### src/rtl/dsched_pkg.sv
package dsched_pkg;
    parameter int NCORE  = 4;
    parameter int NBANK  = 8;
    parameter int ROW_W  = 8;
    parameter int QDEPTH = 8;
    parameter int WM_HI  = 6;
    parameter int WM_LO  = 2;

    localparam int CORE_W = $clog2(NCORE);
    localparam int BANK_W = $clog2(NBANK);
    localparam int IDX_W  = $clog2(QDEPTH);
    localparam int CNT_W  = $clog2(QDEPTH + 1);

    typedef struct packed {
        logic [CORE_W-1:0] core;
        logic [BANK_W-1:0] bank;
        logic [ROW_W-1:0]  row;
        logic              is_wr;
    } mreq_t;

    function automatic logic [CORE_W-1:0] owner_of(
        input logic [NBANK*CORE_W-1:0] map,
        input logic [BANK_W-1:0]       b
    );
        return map[int'(b)*CORE_W +: CORE_W];
    endfunction
endpackage

### src/rtl/dsched_queue.sv
module dsched_queue
    import dsched_pkg::*;
(
    input  logic             clk,
    input  logic             rst,
    input  logic             enq_valid,
    input  mreq_t            enq_data,
    output logic             enq_ready,
    input  logic             deq,
    input  logic [IDX_W-1:0] deq_idx,
    output mreq_t            ent [QDEPTH],
    output logic [QDEPTH-1:0] vld,
    output logic [CNT_W-1:0] count
);
    logic             enq;
    logic [IDX_W-1:0] wptr;

    assign enq_ready = (count < CNT_W'(QDEPTH));
    assign enq       = enq_valid && enq_ready;
    assign wptr      = IDX_W'(count - CNT_W'(deq));

    always_comb begin
        for (int i = 0; i < QDEPTH; i++) vld[i] = (CNT_W'(i) < count);
    end

    // entry 0 is always the oldest; removal compacts younger entries down
    always_ff @(posedge clk) begin
        if (rst) begin
            count <= '0;
        end else begin
            if (deq) begin
                for (int i = 0; i < QDEPTH - 1; i++)
                    if (i >= int'(deq_idx)) ent[i] <= ent[i+1];
            end
            if (enq) ent[wptr] <= enq_data;
            count <= count + CNT_W'(enq) - CNT_W'(deq);
        end
    end

    a_r1_no_overflow: assert property (@(posedge clk) disable iff (rst)
        count <= CNT_W'(QDEPTH));
    a_r1_full_holds: assert property (@(posedge clk) disable iff (rst)
        (count == CNT_W'(QDEPTH) && !deq) |=> $stable(count));
    a_r1_no_underflow: assert property (@(posedge clk) disable iff (rst)
        deq |-> (count != '0));
endmodule

### src/rtl/dsched_frfcfs.sv
module dsched_frfcfs
    import dsched_pkg::*;
(
    input  logic [QDEPTH-1:0] cand,
    input  logic [QDEPTH-1:0] hit,
    output logic              found,
    output logic [IDX_W-1:0]  idx
);
    logic [IDX_W-1:0] old_idx;
    logic [IDX_W-1:0] hit_idx;
    logic             any_hit;

    always_comb begin
        old_idx = '0;
        hit_idx = '0;
        any_hit = 1'b0;
        for (int i = QDEPTH - 1; i >= 0; i--) begin
            if (cand[i]) old_idx = IDX_W'(i);
            if (cand[i] && hit[i]) begin
                hit_idx = IDX_W'(i);
                any_hit = 1'b1;
            end
        end
        found = |cand;
        idx   = any_hit ? hit_idx : old_idx;
    end
endmodule

### src/rtl/dsched_top.sv
module dsched_top
    import dsched_pkg::*;
(
    input  logic                    clk,
    input  logic                    rst,
    input  logic [NBANK-1:0]        cfg_resv,
    input  logic [NBANK*CORE_W-1:0] cfg_owner,
    input  logic                    in_valid,
    output logic                    in_ready,
    input  logic [CORE_W-1:0]       in_core,
    input  logic [BANK_W-1:0]       in_bank,
    input  logic [ROW_W-1:0]        in_row,
    input  logic                    in_is_wr,
    output logic                    out_valid,
    input  logic                    out_ready,
    output logic [CORE_W-1:0]       out_core,
    output logic [BANK_W-1:0]       out_bank,
    output logic [ROW_W-1:0]        out_row,
    output logic                    out_is_wr
);
    mreq_t             in_req;
    mreq_t             rd_ent [QDEPTH];
    mreq_t             wr_ent [QDEPTH];
    logic [QDEPTH-1:0] rd_vld, wr_vld, rd_hit, wr_hit, rd_res, rd_shr;
    logic [CNT_W-1:0]  rd_cnt, wr_cnt;
    logic              rd_rdy, wr_rdy;

    logic [ROW_W-1:0]  open_row [NBANK];
    logic [NBANK-1:0]  open_ok;
    logic [CORE_W-1:0] rr_ptr, sel_core;
    logic              drain_q, drain_n;

    logic [NCORE-1:0]  pend;
    logic [IDX_W-1:0]  pidx [NCORE];
    logic              res_any, shr_found, wr_found;
    logic [IDX_W-1:0]  shr_idx, wr_idx, gnt_idx;
    logic              gnt_wr, gnt_res, issue, res_arrive;
    mreq_t             gnt;

    assign in_req   = '{core: in_core, bank: in_bank, row: in_row, is_wr: in_is_wr};
    assign in_ready = in_is_wr ? wr_rdy : rd_rdy;

    dsched_queue u_rq (
        .clk(clk), .rst(rst), .enq_valid(in_valid && !in_is_wr), .enq_data(in_req),
        .enq_ready(rd_rdy), .deq(issue && !gnt_wr), .deq_idx(gnt_idx),
        .ent(rd_ent), .vld(rd_vld), .count(rd_cnt));

    dsched_queue u_wq (
        .clk(clk), .rst(rst), .enq_valid(in_valid && in_is_wr), .enq_data(in_req),
        .enq_ready(wr_rdy), .deq(issue && gnt_wr), .deq_idx(gnt_idx),
        .ent(wr_ent), .vld(wr_vld), .count(wr_cnt));

    // classify queued requests: open-row hit, reserved or shared
    always_comb begin
        for (int i = 0; i < QDEPTH; i++) begin
            rd_hit[i] = open_ok[rd_ent[i].bank] && (open_row[rd_ent[i].bank] == rd_ent[i].row);
            wr_hit[i] = open_ok[wr_ent[i].bank] && (open_row[wr_ent[i].bank] == wr_ent[i].row);
            rd_res[i] = rd_vld[i] && cfg_resv[rd_ent[i].bank];
            rd_shr[i] = rd_vld[i] && !cfg_resv[rd_ent[i].bank];
        end
    end

    // oldest reserved read per owner core
    always_comb begin
        for (int c = 0; c < NCORE; c++) begin
            pend[c] = 1'b0;
            pidx[c] = '0;
            for (int i = QDEPTH - 1; i >= 0; i--) begin
                if (rd_res[i] && owner_of(cfg_owner, rd_ent[i].bank) == CORE_W'(c)) begin
                    pend[c] = 1'b1;
                    pidx[c] = IDX_W'(i);
                end
            end
        end
    end

    // round robin: first pending core at or after the pointer
    always_comb begin
        sel_core = rr_ptr;
        res_any  = 1'b0;
        for (int k = NCORE - 1; k >= 0; k--) begin
            if (pend[rr_ptr + CORE_W'(k)]) begin
                sel_core = rr_ptr + CORE_W'(k);
                res_any  = 1'b1;
            end
        end
    end

    dsched_frfcfs u_shr_pick (.cand(rd_shr), .hit(rd_hit), .found(shr_found), .idx(shr_idx));
    dsched_frfcfs u_wr_pick  (.cand(wr_vld), .hit(wr_hit), .found(wr_found),  .idx(wr_idx));

    always_comb begin
        out_valid = 1'b0;
        gnt_wr    = 1'b0;
        gnt_res   = 1'b0;
        gnt_idx   = '0;
        gnt       = '0;
        if (drain_q) begin
            out_valid = wr_found;
            gnt_wr    = 1'b1;
            gnt_idx   = wr_idx;
            gnt       = wr_ent[wr_idx];
        end else if (res_any) begin
            out_valid = 1'b1;
            gnt_res   = 1'b1;
            gnt_idx   = pidx[sel_core];
            gnt       = rd_ent[pidx[sel_core]];
        end else if (shr_found) begin
            out_valid = 1'b1;
            gnt_idx   = shr_idx;
            gnt       = rd_ent[shr_idx];
        end
    end

    assign out_core  = gnt.core;
    assign out_bank  = gnt.bank;
    assign out_row   = gnt.row;
    assign out_is_wr = gnt_wr;
    assign issue     = out_valid && out_ready;

    assign res_arrive = in_valid && rd_rdy && !in_is_wr && cfg_resv[in_bank];

    always_comb begin
        drain_n = drain_q;
        if (!drain_q) begin
            if (wr_cnt != '0 &&
                (rd_cnt == '0 || (wr_cnt >= CNT_W'(WM_HI) && !res_any)))
                drain_n = 1'b1;
        end else if (res_arrive || wr_cnt == '0 ||
                     (wr_cnt <= CNT_W'(WM_LO) && rd_cnt != '0)) begin
            drain_n = 1'b0;
        end
    end

    always_ff @(posedge clk) begin
        if (rst) begin
            drain_q <= 1'b0;
            rr_ptr  <= '0;
            open_ok <= '0;
            for (int b = 0; b < NBANK; b++) open_row[b] <= '0;
        end else begin
            drain_q <= drain_n;
            if (issue) begin
                open_ok[gnt.bank]  <= 1'b1;
                open_row[gnt.bank] <= gnt.row;
                if (gnt_res) rr_ptr <= sel_core + CORE_W'(1);
            end
        end
    end

    a_r2_write_only_in_drain: assert property (@(posedge clk) disable iff (rst)
        (out_valid && out_is_wr) |-> drain_q);
    a_r3_reserved_first: assert property (@(posedge clk) disable iff (rst)
        (out_valid && !out_is_wr && !cfg_resv[out_bank]) |-> (rd_res == '0));
    a_r4_rr_advance: assert property (@(posedge clk) disable iff (rst)
        (issue && !out_is_wr && cfg_resv[out_bank])
        |=> (rr_ptr == $past(owner_of(cfg_owner, out_bank)) + CORE_W'(1)));
    a_r9_preempt: assert property (@(posedge clk) disable iff (rst)
        (drain_q && res_arrive) |=> !drain_q);
    a_r10_open_row: assert property (@(posedge clk) disable iff (rst)
        issue |=> (open_ok[$past(out_bank)] && open_row[$past(out_bank)] == $past(out_row)));
endmodule

### config.mk
export PLATFORM = sky130hd
export DESIGN_NAME = dsched_top
export DESIGN_NICKNAME = d
export VERILOG_FILES = /design/src/rtl/dsched_pkg.sv /design/src/rtl/dsched_queue.sv /design/src/rtl/dsched_frfcfs.sv /design/src/rtl/dsched_top.sv
export SDC_FILE = /design/constraint.sdc
export NUM_CORES = 1
export LEC_CHECK = 0
export CORE_MARGIN = 2
export CORE_UTILIZATION = 26
export CTS_CLUSTER_DIAMETER = 120
export CTS_CLUSTER_SIZE = 8
export DETAILED_ROUTE_END_ITERATION = 10
export PLACE_DENSITY = 0.44
export SYNTH_ARGS = -nofsm -noshare
export SYNTH_HDL_FRONTEND = slang
export SYNTH_HIERARCHICAL = 1
export SYNTH_SLANG_ARGS = --single-unit
### constraint.sdc
create_clock -name clk -period 16.2 [get_ports clk]
set_input_delay 4.86 -clock clk [delete_from_list [all_inputs] [get_ports clk]]
set_output_delay 4.86 -clock clk [all_outputs]
set_load 0.05 [all_outputs]
==> results.sh <==
export IMPL_path_delay_family="compound AO/OA/AOI/OAI gates"
export IMPL_grt_max_degree=62
export IMPL_cp_buffers_inverters=4
export IMPL_clkLatencyLatePin_ns=0.58
export IMPL_mappedNetlistArea_um2=30400
export IMPL_grt_setup_unrepaired="no"
export IMPL_drive_above_1_share_pct=30.3
export IMPL_syn_avg_cell_area_um2=11.6
export IMPL_viasPerCell=6.22
export IMPL_mostFrequentLayoutCells="mux4_2 (368), edfxtp_1 (272), mux2i_1 (265)"
export IMPL_io_pins=58
export IMPL_multi_input_area_um2=20600
export IMPL_crit_path_end_kind="output port"
export IMPL_grt_total_usage_pct=22.0
export IMPL_drv_cap=0
export IMPL_globalplace_congestion=0.923
export IMPL_grt_pass1_vias=25300
export IMPL_min_period_ns=15.72
export IMPL_start_kind="input pin"
export IMPL_regArea_um2=8550
export IMPL_nNetsFinal=2581
export IMPL_die_y_um=346
export IMPL_final_common_cell="mux4_2"
export IMPL_design_core_area_um2=116000
export IMPL_cts_max_level=2
export IMPL_crit_chain="clkdlybuf4s50_1 -> mux2_2 -> o22ai_1 -> or4_4 -> o22ai_2 -> nor4_1 -> o2bb2ai_1 -> a22oi_1 -> nand4_1 -> a31oi_4 -> buf_4 -> mux2i_1 -> mux2i_1 -> a221oi_1 -> mux2_2 -> inv_1 -> buf_4"
export IMPL_crit_type="input pin to output port"
export IMPL_critPathMaxStageDelay_ns=0.75
export IMPL_die_area_um2=120000
export IMPL_outcome="finished, final reports clean"
export IMPL_worstMarginPinSlew_ns=1.25
export IMPL_antenna_found_initial=4
export IMPL_routed_wl_um=136000
export IMPL_finalClockSkew_ns=0.0225
export IMPL_finalHoldViolCount=0
export IMPL_post_route_drc_count=0
export IMPL_hold_class="register to register"
export IMPL_report_final_slew_viol_count=0
export IMPL_critPathSlowestCell="a31oi_4"
export IMPL_fin_setup_tns_ns=0
export IMPL_cp_max_fo=17
export IMPL_routedWlPerCell_um=33.3
export IMPL_relSlewSlack_pct=15.7
export IMPL_drtIter0Drc=3219
export IMPL_row_count=125
export IMPL_fmax_mhz=63.6
export IMPL_setup_violations=0
export IMPL_required_ns=11.34
export IMPL_overflow=0
export IMPL_clock_tree_buffer_depth=3
export IMPL_syn_nets=2690
export IMPL_cts_hold_buffers=0
export IMPL_port_buffers=57
export IMPL_min_period_over_period_pct=97.1
export IMPL_post_cts_setup_buffers=0
export IMPL_ctsResizeCount=0
export IMPL_fillers=11900
export IMPL_vias=25300
export IMPL_grt_first_pass_wirelength_um=192000
export IMPL_first_pass_iters=6
export IMPL_cts_tree="done"
export IMPL_cts_root_buf="clkbuf_16"
export IMPL_cts_made_buffers=42
export IMPL_clkSlewWorstSetupHoldPaths_ns=0.05
export IMPL_clkSinkCount=291
export IMPL_syn_inst=2630
export IMPL_area_growth_pct=10.7
export IMPL_detail_route_antenna_nets=0
export IMPL_start_util_pct=26.2
export IMPL_yosysWarnings=6
export IMPL_die_w_um=346
export IMPL_hpwlAfterDp_um=92800
export IMPL_worst_ep_arrival_time_ns=10.86
## layout make-up
cell class | count | area share, %
sequential | 291 | 25.4
tap | 1524 | 5.66
multi-input combinational | 1981 | 61.1
clock inverter | 2 | 0.0408
antenna | 1 | 0.00742
inverter | 53 | 0.601
clock buffer | 68 | 3.50
timing repair buffer | 152 | 3.77
## worst min-delay path, cell delays in order, from the launching register on
cell	delay, ns
dfxtp_1	0.35
nor2_1	0.11
a311oi_1	0.05
## metrics by stage
| step | hold WS, ns | setup slack (ns) | cells | util (%) | cell area, um^2 |
|---|---|---|---|---|---|
| after floorplan | 0.521 | 2.24 | 2630 | - | 30400 |
| after global placement | 0.585 | 0.675 | 4001 | 28.0 | 32500 |
| after detailed placement | 0.563 | 0.572 | 4001 | 28.0 | 32500 |
| after CTS | 0.570 | 0.572 | 4071 | 29.0 | 33700 |
| after global routing | 0.595 | 0.110 | 4071 | 29.0 | 33700 |
| final | 0.569 | 0.476 | 4072 | 29.0 | 33700 |
## worst paths after layout
| kind | from | endpoint | slack [ns] | cells after the start |
|---|---|---|---|---|
| hold / removal | rr_ptr[0] | rr_ptr[0] | 0.57 | 2 |
| setup reg to reg | register | open_row[2][2] | 8.37 | 18 |
| setup / recovery | cfg_resv[7] | out_row[6] | 0.48 | 17 |
| hold reg to reg | rr_ptr[0] | rr_ptr[0] | 0.57 | 2 |
## state kept, by name, summed over array words and instances, names as in the netlist, named ones only
register and cells:
drain_q 1, open_ok 8, open_row 64, rr_ptr 2, u_rq/count 4, u_rq/ent 91
u_wq/count 4, u_wq/ent 91
## per-layer routing
layer / vias up / track usage [%] / wire, um
met5: - / 0 / 0
met4: 0 / 10.6 / 7510
met3: 355 / 4.22 / 12300
met2: 1686 / 36.5 / 64000
met1: 13000 / 27.4 / 51800
li1: 10300 / - / -
Power is left out: the tool's default activity adds up to more than one toggle a clock period on the data nets, which glitch-free logic cannot reach.
